## config.mk

```make
export PLATFORM = sky130hd
export DESIGN_NAME = burst_col_seq
export DESIGN_NICKNAME = d
export VERILOG_FILES = /design/src/rtl/burst_seq_pkg.sv /design/src/rtl/burst_seq_fsm.sv /design/src/rtl/burst_beat_ctr.sv /design/src/rtl/burst_order_calc.sv /design/src/rtl/burst_col_seq.sv
export SDC_FILE = /design/constraint.sdc
export NUM_CORES = 1
export LEC_CHECK = 0
export ABC_AREA = 1
export BUFFER_PORTS_ARGS = -buffer_cell sky130_fd_sc_hd__buf_4
export CAP_MARGIN = 20
export CORE_MARGIN = 2
export CORE_UTILIZATION = 45
export DETAILED_ROUTE_END_ITERATION = 6
export GPL_TIMING_DRIVEN = 1
export PLACE_DENSITY = 0.73
export SETUP_SLACK_MARGIN = 0.05
export SLEW_MARGIN = 20
export SYNTH_ARGS = -nofsm -noshare
export SYNTH_HDL_FRONTEND = slang
export SYNTH_SLANG_ARGS = --single-unit
```

## constraint.sdc

```tcl
create_clock -name clk -period 1.1 [get_ports clk]
set_input_delay 0.22 -clock clk [delete_from_list [all_inputs] [get_ports clk]]
set_output_delay 0.22 -clock clk [all_outputs]
set_load 0.1 [all_outputs]
```

## src/rtl/burst_seq_pkg.sv

```systemverilog
package burst_seq_pkg;

    typedef enum logic [0:0] {
        S_IDLE  = 1'b0,
        S_BURST = 1'b1
    } seq_state_t;

    localparam int unsigned BEAT_W = 3;

    typedef struct packed {
        logic len8;
        logic ilv;
    } burst_mode_t;

endpackage

```

## src/rtl/burst_seq_fsm.sv

```systemverilog
module burst_seq_fsm
    import burst_seq_pkg::*;
(
    input  logic       clk,
    input  logic       rst_n,
    input  logic       start_i,
    input  logic       at_last_i,
    output seq_state_t state_o,
    output logic       accept_o
);

    seq_state_t state_q;
    seq_state_t state_d;

    always_comb begin
        state_d = state_q;
        unique case (state_q)
            S_IDLE:  if (start_i)   state_d = S_BURST;
            S_BURST: if (at_last_i) state_d = S_IDLE;
            default: state_d = S_IDLE;
        endcase
    end

    always_ff @(posedge clk) begin
        if (!rst_n) state_q <= S_IDLE;
        else        state_q <= state_d;
    end

    always_comb begin
        state_o  = state_q;
        accept_o = (state_q == S_IDLE) && start_i;
    end

endmodule

```

## src/rtl/burst_beat_ctr.sv

```systemverilog
module burst_beat_ctr
    import burst_seq_pkg::*;
(
    input  logic              clk,
    input  logic              rst_n,
    input  logic              clear_i,
    input  logic              run_i,
    input  logic              len8_i,
    output logic [BEAT_W-1:0] beat_o,
    output logic              at_last_o
);

    localparam logic [BEAT_W-1:0] LAST4 = BEAT_W'(3);
    localparam logic [BEAT_W-1:0] LAST8 = BEAT_W'(7);

    logic [BEAT_W-1:0] beat_q;

    always_comb begin
        at_last_o = run_i && (beat_q == (len8_i ? LAST8 : LAST4));
        beat_o    = beat_q;
    end

    always_ff @(posedge clk) begin
        if (!rst_n) begin
            beat_q <= '0;
        end else if (clear_i || at_last_o) begin
            beat_q <= '0;
        end else if (run_i) begin
            beat_q <= beat_q + BEAT_W'(1);
        end
    end

endmodule

```

## src/rtl/burst_order_calc.sv

```systemverilog
module burst_order_calc
    import burst_seq_pkg::*;
#(
    parameter int unsigned COL_W = 10
) (
    input  logic [COL_W-1:0]  base_i,
    input  logic [BEAT_W-1:0] beat_i,
    input  burst_mode_t       mode_i,
    output logic [COL_W-1:0]  col_o
);

    localparam int unsigned HI_W = COL_W - BEAT_W;

    logic [1:0]        nib_sum;
    logic [BEAT_W-1:0] low;

    always_comb begin
        nib_sum = base_i[1:0] + beat_i[1:0];
        low     = base_i[BEAT_W-1:0];
        if (mode_i.ilv) begin
            if (mode_i.len8) low = base_i[2:0] ^ beat_i;
            else             low = {base_i[2], base_i[1:0] ^ beat_i[1:0]};
        end else begin
            if (mode_i.len8) low = {base_i[2] ^ beat_i[2], nib_sum};
            else             low = {base_i[2], nib_sum};
        end
        col_o = {base_i[COL_W-1 -: HI_W], low};
    end

endmodule

```

## src/rtl/burst_col_seq.sv

```systemverilog
module burst_col_seq
    import burst_seq_pkg::*;
#(
    parameter int unsigned COL_W = 10
) (
    input  logic             clk,
    input  logic             rst_n,
    input  logic             start_i,
    input  logic [COL_W-1:0] col_i,
    input  logic             len8_i,
    input  logic             ilv_i,
    output logic [COL_W-1:0] col_o,
    output logic             valid_o,
    output logic             last_o
);

    seq_state_t        state;
    logic              accept;
    logic              at_last;
    logic              running;
    logic [BEAT_W-1:0] beat;
    logic [COL_W-1:0]  base_q;
    burst_mode_t       mode_q;
    logic [COL_W-1:0]  col_calc;

    burst_seq_fsm u_fsm (
        .clk       (clk),
        .rst_n     (rst_n),
        .start_i   (start_i),
        .at_last_i (at_last),
        .state_o   (state),
        .accept_o  (accept)
    );

    assign running = (state == S_BURST);

    burst_beat_ctr u_ctr (
        .clk       (clk),
        .rst_n     (rst_n),
        .clear_i   (accept),
        .run_i     (running),
        .len8_i    (mode_q.len8),
        .beat_o    (beat),
        .at_last_o (at_last)
    );

    always_ff @(posedge clk) begin
        if (!rst_n) begin
            base_q <= '0;
            mode_q <= '0;
        end else if (accept) begin
            base_q <= col_i;
            mode_q <= '{len8: len8_i, ilv: ilv_i};
        end
    end

    burst_order_calc #(.COL_W(COL_W)) u_order (
        .base_i (base_q),
        .beat_i (beat),
        .mode_i (mode_q),
        .col_o  (col_calc)
    );

    always_comb begin
        valid_o = running;
        last_o  = running && at_last;
        col_o   = col_calc;
    end

endmodule

```

==> results of run 1 <==
-- per-layer routing --
layer / routed length [um] / global-route usage / vias to the layer above
met5: 0 / 0 / -
met4: 40 / 0.0882 / 0
met3: 47 / 0.0240 / 4
met2: 1290 / 0.443 / 16
met1: 823 / 0.261 / 348
li1: - / - / 359
-- synthesized netlist by cell type --
master	n
nor2_1	18
dfxtp_1	16
nor2_2	10
o21ai_1	9
nand2_1	8
buf_4	7
inv_1	7
o21ai_0	3
xnor2_1	3
buf_6	2
ha_1	2
inv_2	2
nand3_1	2
xor2_1	2
a21oi_1	1
buf_1	1
mux2i_1	1
nand2_4	1
-- cell type report --
class,instances,area (um2)
multi-input cells,60,437
clock buffers,4,36.3
well taps,16,20.0
flip-flops and latches,16,348
fillers,76,175
repair buffers,43,479
inverters,9,46.3
-- metrics by stage --
stage          utilization  std cells  cell area (um2)
5_1_grt              0.886        148             1370
6_report             0.886        148             1370
2_1_floorplan            -         95              825
4_1_cts              0.838        147             1290
3_3_place_gp         0.677        138             1040
3_5_place_dp         0.677        138             1040
-- sequential cells by signal, summed over array words and instances (netlist names) --
| signal | flops |
|---|---|
| u_ctr.beat_o | 3 |
| base_q | 10 |
| mode_q | 2 |
| u_fsm.state_o | 1 |
-- critical path: stages (launching register included) --
cell and delay, ns:
dfxtp_4 0.38, ha_4 0.13, inv_4 0.03, nor2_4 0.12, nand2_2 0.07, nand2_2 0.08, clkinvlp_4 0.10, buf_12 0.17
-- placed cells by master (no fill, tap or decap), types with 3 or more instances in the layout --
cell       n
dfxtp_2   10
buf_6      3
buf_4     28
inv_2      3
o21ai_1    8
nor2_1    15
clkbuf_4   3
nor2_2    11
buf_12    11
nand2_2    4
o21ai_0    3
nand2_1    3
dfxtp_4    4
-- power breakdown --
part | total, W | switching, W | internal [W]
clock | 0.000397 | 0.000196 | 0.000201
sequential | 0.000672 | 0.0000502 | 0.000622
combinational | 0.000693 | 0.000410 | 0.000283
total | 0.00176 | 0.000656 | 0.00111
-- repair_timing --
item / 4_1_cts / 5_1_grt
endpoints found under the hold margin: 0 / 0
setup buffers: 5 / 1
setup endpoints to repair: 16 / 23
hold buffers: 0 / 0
pin swaps: 3 / 6
resized for setup: 48 / 19
-- how the worst min path moves through the flow --
| stage | cells after the start | startpoint | slack, ns | to |
|---|---|---|---|---|
| final | 3 | col_i[2] | 0.16 | base_q[2] |
| after global routing | 3 | col_i[7] | 0.18 | base_q[7] |
| after CTS | 3 | col_i[9] | 0.16 | base_q[9] |
| after detailed placement | 3 | col_i[9] | 0.46 | base_q[9] |
| after global placement | 3 | col_i[9] | 0.45 | base_q[9] |
| after floorplan | 2 | start_i | 0.35 | u_fsm.state_o |
-- cells by family (layout without fill, tap and decap cells) --
logic type	Yosys count	count (layout)	share of synthesized area
adders and majority gates	2	2	0.0330
muxes	1	1	0.0132
DFF	16	16	0.422
AOI/OAI and AO/OA	13	13	0.0858
xor gates and xnor gates	5	5	0.0578
and+or+nand+nor	39	39	0.239
buffers and inverters	19	56	0.149
==> flow_summary.json, run 1 <==
{
  "synthesis.nets": 112,
  "drtPass1Iterations": 4,
  "cts_max_path_buffers": 2,
  "slew_headroom": 0.823,
  "grt_remaining_overflow": 0,
  "cts_tree": "built",
  "reg2reg_slack_ns": -0.05,
  "setup_slack_ns": -0.492,
  "setup_violations": 9,
  "num_vias": 727,
  "numCtsBuffers": 3,
  "r2r_end": "u_ctr.beat_o[1]",
  "dp_slack_ns": -0.263,
  "cap_viol_max_count": 0,
  "die_w_um": 45.1,
  "antenna_found_initial": 0,
  "finalSetupTns_ns": -1.55,
  "port-buffer-count": 26,
  "grt_pass1_vias": 758,
  "drv_slew": 0,
  "h-tree-depth": 1,
  "finClkSkew_ns": 0.00566,
  "crit_fanout": 3,
  "end_kind": "output port",
  "wl_per_cell_um": 14.9,
  "wirelength_mm": 2.20,
  "synth_top_area_frac": 0.422,
  "n_antenna_cell": 0,
  "startpoint": "u_ctr.beat_o[0]",
  "clockRootBuffer": "clkbuf_4",
  "die_area_um2": 2030,
  "synthTopCellsByArea": "dfxtp_1, nor2_1, nor2_2",
  "fmax_mhz": 628,
  "violations": "setup timing",
  "finalHoldViolations": 0,
  "initial_core_util": 0.492,
  "critPathLaunchType": "flop",
  "p_leak_nw": 0.602,
  "status": "finished with violations",
  "finalCriticalPeriod_ns": 1.59,
  "synth_top_area_cell": "dfxtp_1",
  "seq_area_frac_synth": 0.422,
  "post-route-drc-count": 0,
  "cp.arrival_ns": 1.37,
  "syn_inst": 95,
  "top_level_ports": 27,
  "nets": 150,
  "area_growth_syn_to_layout_pct": 80.2,
  "track_usage": 0.233,
  "grt_pass1_wl_mm": 3.36,
  "drt_iter0_drc": 11,
  "vias_per_cell": 4.91,
  "worst_slew_pin_slew_ns": 0.257,
  "whs_ns": 0.165,
  "power_density_nw_per_um2": 1290,
  "hp-class": "input port to flop",
  "clk_pin_slew_ns": 0.10,
  "avgSynthCellArea_um2": 7.98,
  "numClockSinks": 16,
  "die_h_um": 45.1,
  "synth_area_um2": 758,
  "critical_path_class": "flop to output port",
  "yosys_warnings": 0,
  "clk_latency_ns": 0.28,
  "grt_max_degree": 15,
  "hpwl_mm": 1.13,
  "rr_startpoint": "u_ctr.beat_o[0]",
  "power.total_w": 0.00176,
  "ant_nets": 0,
  "drive_gt1_frac": 0.705,
  "finalCritPeriodShare": 1.45,
  "rows": 14,
  "place.gp.congestion": 0.731,
  "cp_data_required_time_ns": 0.88,
  "endpoint": "col_o[1]",
  "rsz0062_at_grt": "yes",
  "ys_seq_elements": 16,
  "r2r_cells": 7,
  "vdd_drop_max_v": 0.000952,
  "core_area_um2": 1540,
  "synth_cell_types": 18
}
Note: power is estimated with default switching activity, not from simulation.
==> run 2: changes to the inputs <==
--- a/config.mk
+++ b/config.mk
@@ -6,5 +6,4 @@
 export NUM_CORES = 1
 export LEC_CHECK = 0
-export ABC_AREA = 1
 export BUFFER_PORTS_ARGS = -buffer_cell sky130_fd_sc_hd__buf_4
 export CAP_MARGIN = 20
@@ -14,5 +13,4 @@
 export GPL_TIMING_DRIVEN = 1
 export PLACE_DENSITY = 0.73
-export SETUP_SLACK_MARGIN = 0.05
 export SLEW_MARGIN = 20
 export SYNTH_ARGS = -nofsm -noshare
==> constraint.sdc (replaced) <==
create_clock -name clk -period 1.1 [get_ports clk]
set_input_delay 0.22 -clock clk [delete_from_list [all_inputs] [get_ports clk]]
set_output_delay 0.22 -clock clk [all_outputs]
set_load 0.01 [all_outputs]
==> run 2 against run 1 <==
- the run still ends with setup timing left
- clock skew is essentially flat
- total power shrank 34%
- area after synthesis grew 0.16%
- routed wire length shrank 34%
- fmax grew 13%
- combinational power shrank 67%
- count of clock-buffer cells in the layout shrank 1
- non-clock buffer count shrank 12
- via count shrank 13%
- sequential power shrank 6.1%
- highest routed layer unchanged
==> flow_summary.json, run 2 <==
{
  "status": "finished with violations",
  "violations": "setup timing",
  "p_clk_frac": 0.261,
  "finalCritPeriodShare": 1.28,
  "track_usage": 0.172,
  "slew_headroom": 0.832,
  "synth.area.mux_share": 0,
  "synth-main-ff-cell": "dfxtp_1",
  "final_common_cell": "buf_4",
  "hold_buffers": 0,
  "synth_most_common_cell": "nand2_1",
  "nets": 131,
  "synth_common_cells": "nand2_1, dfxtp_1, a21boi_1",
  "synth_edf_count": 0,
  "synthAdderAreaFrac": 0.0329,
  "clk_latency_ns": 0.29,
  "critical_path_class": "flop to output port",
  "pwr-share-seq": 0.541,
  "die_w_um": 45.1,
  "grt_pass1_vias": 602,
  "synth_top_family_by_area": "simple AND/OR/NAND/NOR gates",
  "grt_remaining_overflow": 0,
  "crit_slowest_cell": "dfxtp_4",
  "switchingPower_w": 0.000297,
  "numClockSinks": 16,
  "cts_tree": "built",
  "vdd_drop_max_v": 0.000778,
  "synth_top_area_cell": "dfxtp_1",
  "ant_nets": 0,
  "numCtsBuffers": 3,
  "die_area_um2": 2030,
  "core_area_um2": 1540,
  "critPathLaunchType": "flop",
  "rows": 14,
  "hp-class": "input port to flop",
  "p_leak_nw": 0.468,
  "place_area_um2": 907,
  "clockRootBuffer": "clkbuf_4",
  "synth_top_area_frac": 0.422,
  "die_h_um": 45.1,
  "initial_core_util": 0.493,
  "pwr-share-comb": 0.198,
  "wl_per_cell_um": 11.4,
  "clk_pin_slew_ns": 0.09,
  "place.gp.congestion": 0.689,
  "seq_area_frac_synth": 0.422,
  "port-buffer-count": 26,
  "h-tree-depth": 1,
  "syn_inst": 89,
  "finalCriticalPeriod_ns": 1.41,
  "path_cells": "ha_4 -> nor2b_4 -> xnor2_1 -> buf_4",
  "fmax_mhz": 711,
  "p_int_w": 0.000869,
  "ys_seq_elements": 16,
  "drtPass1Iterations": 4,
  "regMostFlops": "base_q",
  "end_kind": "output port",
  "synth_cell_types": 19,
  "drive_gt1_frac": 0.411,
  "wirelength_mm": 1.46,
  "synthesis.nets": 106,
  "reg2reg_slack_ns": 0.01,
  "crit_fanout": 4,
  "n_antenna_cell": 0,
  "cap_viol_max_count": 0,
  "async_flop_share": 0,
  "setup_slack_ns": -0.306,
  "synth_area_um2": 759,
  "synth_compound_area_frac": 0.155,
  "cp_data_required_time_ns": 0.88,
  "post-route-drc-count": 0,
  "finalSetupTns_ns": -0.869,
  "switching_share": 0.254,
  "yosys.area_share.simple": 0.231,
  "top_level_ports": 27,
  "post-route-cell-area_um2": 1030,
  "grt_pass1_wl_mm": 2.44,
  "layout_common_cells": "buf_4, nand2_1, a21boi_1, dfxtp_1, nor2_1",
  "rsz0062_at_grt": "yes",
  "avgSynthCellArea_um2": 8.53,
  "finClkSkew_ns": 0.00519,
  "drt_iter0_drc": 6,
  "dp_slack_ns": -0.0547,
  "setup_violations": 4,
  "num_vias": 629,
  "drv_slew": 0,
  "grt_max_degree": 15,
  "area_growth_syn_to_layout_pct": 35.4,
  "yosys_warnings": 0,
  "cts_max_path_buffers": 2,
  "finalHoldViolations": 0,
  "antenna_found_initial": 0,
  "synth-xor-area-share": 0.0461,
  "power_density_nw_per_um2": 1130,
  "synthTopCellsByArea": "dfxtp_1, nand2_1, a21boi_1",
  "largest_reg_flops": 10,
  "hpwl_um": 973,
  "vias_per_cell": 4.91,
  "slowest_delay_ns": 0.37,
  "cp.arrival_ns": 1.19,
  "worst_slew_pin_slew_ns": 0.252
}
-- run 2: cell types whose count changed after synthesis, sizes merged --
cell | previous run | this run
inv | 9 | 1
nand2 | 9 | 26
clkbuf | 0 | 1
nand3 | 2 | 0
nor2b | 0 | 3
nor2 | 28 | 5
a21boi | 0 | 13
mux2i | 1 | 0
nand2b | 0 | 1
xor2 | 2 | 1
a21oi | 1 | 2
nand4b | 0 | 1
nor3b | 0 | 2
o21ai | 12 | 2
-- run 2: worst max-delay path: cells and delay by family, from the launching register on --
family                     cells  cell delay (ns)
DFF                            1             0.37
adders and majority gates      1             0.15
buffers and inverters          1             0.14
xor gates and xnor gates       1             0.13
and+or+nand+nor                1             0.12
-- run 2: metal layers --
layer	global-route usage	up-vias	routed length, um
li1	-	325	-
met1	0.183	280	572
met2	0.289	20	759
met3	0.0320	4	103
met4	0.147	0	27
met5	0	-	0
-- run 2: cell families (layout without fill, tap and decap cells) --
family | Yosys count | count (layout)
AOI/OAI and AO/OA | 17 | 17
xor gates and xnor gates | 4 | 4
adders and majority gates | 2 | 2
buffers and inverters | 12 | 35
DFF | 16 | 16
and+or+nand+nor | 38 | 38
-- run 2: final timing paths --
path	to	cells after the start	start
worst max-delay path	col_o[1]	4	u_ctr.beat_o[0]
worst min-delay path	mode_q[1]	3	len8_i
worst max register to register	u_ctr.beat_o[2]	5	u_ctr.beat_o[0]
worst min register to register	base_q[9]	2	base_q[9]
-- run 2: power groups by stage --
stage	combinational [W]	clock [W]	sequential, W
finish	0.000231	0.000304	0.000631
global route	0.000254	0.000335	0.000636
CTS	0.000228	0.000321	0.000635
detailed placement	0.000199	0	0.000645
global placement	0.000194	0	0.000644
floorplan	0.000130	0	0.000640
-- run 2: through the flow --
step / power, W / instances / utilization / hold slack (ns)
6_report: 0.00117 / 128 / 0.667 / 0.165
5_1_grt: 0.00123 / 128 / 0.667 / 0.177
4_1_cts: 0.00118 / 128 / 0.656 / 0.154
3_5_place_dp: 0.000844 / 122 / 0.588 / 0.446
3_3_place_gp: 0.000838 / 122 / 0.588 / 0.441
2_1_floorplan: 0.000770 / 89 / - / 0.343
-- run 2: layout make-up --
| type | instances | area, um2 |
|---|---|---|
| tap | 16 | 20.0 |
| sequential | 16 | 338 |
| timing repair buffer | 31 | 256 |
| inverter | 1 | 3.75 |
| fill | 134 | 513 |
| clock buffer | 3 | 22.5 |
| multi-input combinational | 61 | 388 |
-- run 2: what timing repair did --
item,4_1_cts,5_1_grt
endpoints found under the setup margin,12,10
pin swaps,2,4
gates resized for setup,15,8
buffers inserted,3,0
